### config.mk
export PLATFORM = sky130hd
export DESIGN_NAME = mag_cmp_dual
export DESIGN_NICKNAME = d
export VERILOG_FILES = /design/src/rtl/mag_cmp_pkg.sv /design/src/rtl/mag_seg_cmp.sv /design/src/rtl/mag_prec_sel.sv /design/src/rtl/mag_cmp_dual.sv
export SDC_FILE = /design/constraint.sdc
export NUM_CORES = 1
export LEC_CHECK = 0
export ABC_AREA = 0
export ABC_CLOCK_PERIOD_IN_PS = 4000
export CAP_MARGIN = 40
export CORE_AREA = 5 5 84 86
export DETAILED_ROUTE_END_ITERATION = 8
export DIE_AREA = 0 0 89 91
export GPL_TIMING_DRIVEN = 0
export PLACE_DENSITY = 0.88
export SYNTH_ARGS = -nofsm -noshare
export SYNTH_HDL_FRONTEND = slang
export SYNTH_SLANG_ARGS = --single-unit
export TNS_END_PERCENT = 20
### constraint.sdc
create_clock -name vclk -period 4
set_input_delay 0.8 -clock vclk [all_inputs]
set_output_delay 0.8 -clock vclk [all_outputs]
set_load 0.01 [all_outputs]
### src/rtl/mag_cmp_pkg.sv
package mag_cmp_pkg;
  localparam int unsigned WORD_W = 64;
  localparam int unsigned LO_W   = 31;
  localparam int unsigned HI_W   = 32;
  localparam int unsigned MAG_W  = LO_W + HI_W;

  typedef struct packed {
    logic lt;
    logic eq;
    logic zero;
  } seg_flags_t;
endpackage

### src/rtl/mag_seg_cmp.sv
module mag_seg_cmp #(
  parameter int unsigned W = 31
) (
  input  logic [W-1:0] seg_a,
  input  logic [W-1:0] seg_b,
  output mag_cmp_pkg::seg_flags_t flags
);
  logic [W-1:0] same_bit;
  logic [W-1:0] any_set;

  for (genvar i = 0; i < W; i++) begin : g_bit
    assign same_bit[i] = ~(seg_a[i] ^ seg_b[i]);
    assign any_set[i]  = seg_a[i] | seg_b[i];
  end

  assign flags.eq   = &same_bit;
  assign flags.zero = ~(|any_set);
  assign flags.lt   = seg_a < seg_b;

  always_comb begin
    assert_seg_lt_eq_excl_R9: assert (!(flags.lt && flags.eq))
      else $error("segment lt and eq both set");
    assert_seg_zero_eq_R9: assert (!flags.zero || flags.eq)
      else $error("segment zero without eq");
  end
endmodule

### src/rtl/mag_prec_sel.sv
module mag_prec_sel (
  input  logic                    single_mode,
  input  mag_cmp_pkg::seg_flags_t lo,
  input  mag_cmp_pkg::seg_flags_t hi,
  output mag_cmp_pkg::seg_flags_t res
);
  mag_cmp_pkg::seg_flags_t dbl;

  always_comb begin
    dbl.eq   = hi.eq & lo.eq;
    dbl.zero = hi.zero & lo.zero;
    dbl.lt   = hi.lt | (hi.eq & lo.lt);
  end

  assign res.eq   = single_mode ? lo.eq   : dbl.eq;
  assign res.zero = single_mode ? lo.zero : dbl.zero;
  assign res.lt   = single_mode ? lo.lt   : dbl.lt;

  always_comb begin
    if (!single_mode) begin
      assert_hi_lt_wins_R4: assert (!hi.lt || res.lt)
        else $error("upper segment less-than not propagated");
      assert_hi_diff_blocks_eq_R2: assert (hi.eq || !res.eq)
        else $error("equal reported with differing upper segment");
    end else begin
      assert_single_follows_lo_R7: assert (res.lt == lo.lt && res.eq == lo.eq)
        else $error("single mode result not from low segment");
    end
  end
endmodule

### src/rtl/mag_cmp_dual.sv
module mag_cmp_dual #(
  parameter int unsigned WORD_W = mag_cmp_pkg::WORD_W,
  parameter int unsigned LO_W   = mag_cmp_pkg::LO_W,
  parameter int unsigned HI_W   = mag_cmp_pkg::HI_W
) (
  input  logic [WORD_W-1:0] op_a,
  input  logic [WORD_W-1:0] op_b,
  input  logic              sel_single,
  output logic              mag_lt,
  output logic              mag_eq,
  output logic              mag_both_zero
);
  localparam int unsigned HI_LSB = LO_W;
  localparam int unsigned HI_MSB = LO_W + HI_W - 1;

  mag_cmp_pkg::seg_flags_t lo_f, hi_f, res_f;

  mag_seg_cmp #(.W(LO_W)) u_lo (
    .seg_a (op_a[LO_W-1:0]),
    .seg_b (op_b[LO_W-1:0]),
    .flags (lo_f)
  );

  mag_seg_cmp #(.W(HI_W)) u_hi (
    .seg_a (op_a[HI_MSB:HI_LSB]),
    .seg_b (op_b[HI_MSB:HI_LSB]),
    .flags (hi_f)
  );

  mag_prec_sel u_sel (
    .single_mode (sel_single),
    .lo          (lo_f),
    .hi          (hi_f),
    .res         (res_f)
  );

  assign mag_lt        = res_f.lt;
  assign mag_eq        = res_f.eq;
  assign mag_both_zero = res_f.zero;

  always_comb begin
    assert_lt_eq_excl_R9: assert (!(mag_lt && mag_eq))
      else $error("lt and eq both set");
    assert_zero_implies_eq_R9: assert (!mag_both_zero || mag_eq)
      else $error("zero without eq");
  end
endmodule

==> out/results.ini <==
[global_routing]
grt_max_degree=4
grt_pass1_vias=3055
antenna_found_initial=0
grt_pass1_wl_um=12620
grt_overflow=0
grt_usage_pct=18.61

[synthesis]
synth_cells=385
yosys_warnings=0
synth_area_per_cell_um2=7.322
yosysUniqueCellTypes=27
syn_nets=640
syn_area_um2=2819
yosysSeqAreaShare_pct=0

[sta]
slew_headroom_pct=66.17
finalCritPeriodShare_pct=96.71
fin_ws_ns=0.1316
worst_pin_slew_ns=0.5028
min_period_ns=3.868
setup_tns_ns=0
setup_viol=0
final_max_slew_viol_count=0
hold_viol=0
fmax_mhz=258.5
rsz0062_at_grt=no

[route]
dr.first_iter.drc_count=44
avgRoutedWirePerCell_um=13.60
drtPass1Iterations=6
routed_wl_um=8054
dr_total_vias=2916
drc_errors=0
vias_per_cell=4.926
ant_nets=0

[worst_hold_path]
hold_depth=5
worstHoldPathType=in -> out

[layout]
diodes=0
clock_buffers=0
postLayoutCoreUtil_pct=68.18
nets=772
seqCellArea_um2=0
mostFrequentLayoutCell=inv_1
mostFrequentLayoutCells=inv_1 (148), clkdlybuf4s50_1 (128), ha_1 (126)
syn2layout_area_growth_pct=50.07
drive_gt1_share_pct=1.359
fillers=518
design.seq.count=0

[worst_setup_path]
crit_path_start_kind=input pin
crit_arrival_ns=3.07
crit_fanout=3
worstSetupEndpointType=output port
crit_type=in -> out
cp_cell_sequence=clkdlybuf4s50_1, inv_1, ha_1, inv_1, a221oi_2, o21bai_1, a2111oi_2, o21ai_1, o32ai_2, buf_2
slowest_stage=clkdlybuf4s50_1
cpPeakStageDelay_ns=0.50
critPathMostFrequentCell=inv_1
cp.required_ns=3.20

[die]
pin_count=132
start_util_pct=45.43
rows=29
dieWidth_um=89
dieArea_um2=8099
die_h_um=91
core_area_um2=6205

[placement]
dpl.hpwl_um=7546
portBuffers=130
gp_congestion=0.8731
dpl_worst_slack_ns=-0.3536

[power]
ir_drop_uv=51.26
leakage_uw=0.002419
powerDensity_nw_per_um2=81.01

[clock_tree]
cts_setup_buffers=0
hold_buffers=0
cts.repair.resized=7

[run]
maxCapViolCount=0

[status]
outcome=completed

## cell usage after synthesis, drive strengths merged
master	count	area, um2
inv	148	555.5
ha	126	1577
a21oi	19	95.09
nor4	18	118.9
nand4	17	106.4
nor2	13	48.80
a221oi	6	58.80
o21bai	6	45.04
o31ai	5	37.54
nand2	4	15.01
nor3	4	20.02
o21ai	3	15.01
a21boi	2	15.01
a31oi	2	12.51
nand3	2	10.01
nor2b	2	12.51
a2111oi	1	15.01
a211oi	1	7.510
and2	1	6.260
nand2b	1	6.260
nand3b	1	7.510
o311ai	1	8.760
o31a	1	8.760
o32ai	1	16.27
## where the power goes
part / total [uW] / leakage [uW] / switching, uW / internal [uW]
Combinational: 343 / 0.00242 / 148 / 195
Clock: 0 / 0 / 0 / 0
Sequential: 0 / 0 / 0 / 0
Total: 343 / 0.00242 / 148 / 195
## layer usage
layer  routed length [um]  GRT usage (%)  part of all wire, %  up-vias
met5                    0              0                    0        -
met4                  178          4.094                  2.2        0
met3                  644          2.986                  8.0       16
met2                 4103          36.70                   51      107
met1                 3128          20.02                   39     1304
li1                     -              -                    -     1489
## worst max-delay path, delay by kind of cell
kind,cells,cell delay [ns]
adder cells (fa/ha/maj),1,0.30
buffers and inverters,4,0.79
AO/OA/AOI/OAI,5,1.17
## kinds of logic after synthesis
logic type | share of synthesized area [%]
AO/OA/AOI/OAI | 11.89
AND/OR/NAND/NOR | 12.47
adder cells (fa/ha/maj) | 55.93
buffers and inverters | 19.71
## through the flow
step / instance area (um2) / std cells / hold WS, ns / total power, uW
2_1_floorplan: 2819 / 385 / 1.766 / 152.8
3_3_place_gp: 4217 / 592 / 2.847 / 321.9
3_5_place_dp: 4217 / 592 / 2.842 / 339.0
4_1_cts: 4237 / 592 / 2.654 / 345.1
5_1_grt: 4230 / 592 / 2.613 / 383.3
6_report: 4230 / 592 / 2.577 / 342.7
## worst paths after layout
kind / from / to / slack [ns]
max: op_a[57] / mag_lt / 0.13
min: sel_single / mag_lt / 2.58
## layout make-up
cell class,count,area (um2),share of cell area (%)
well taps,77,96.34,2.277
multi-input cells,237,2283,53.98
repair buffers,130,1295,30.61
inverters,148,555.5,13.13
No activity file was read; power rests on OpenSTA's default activity.
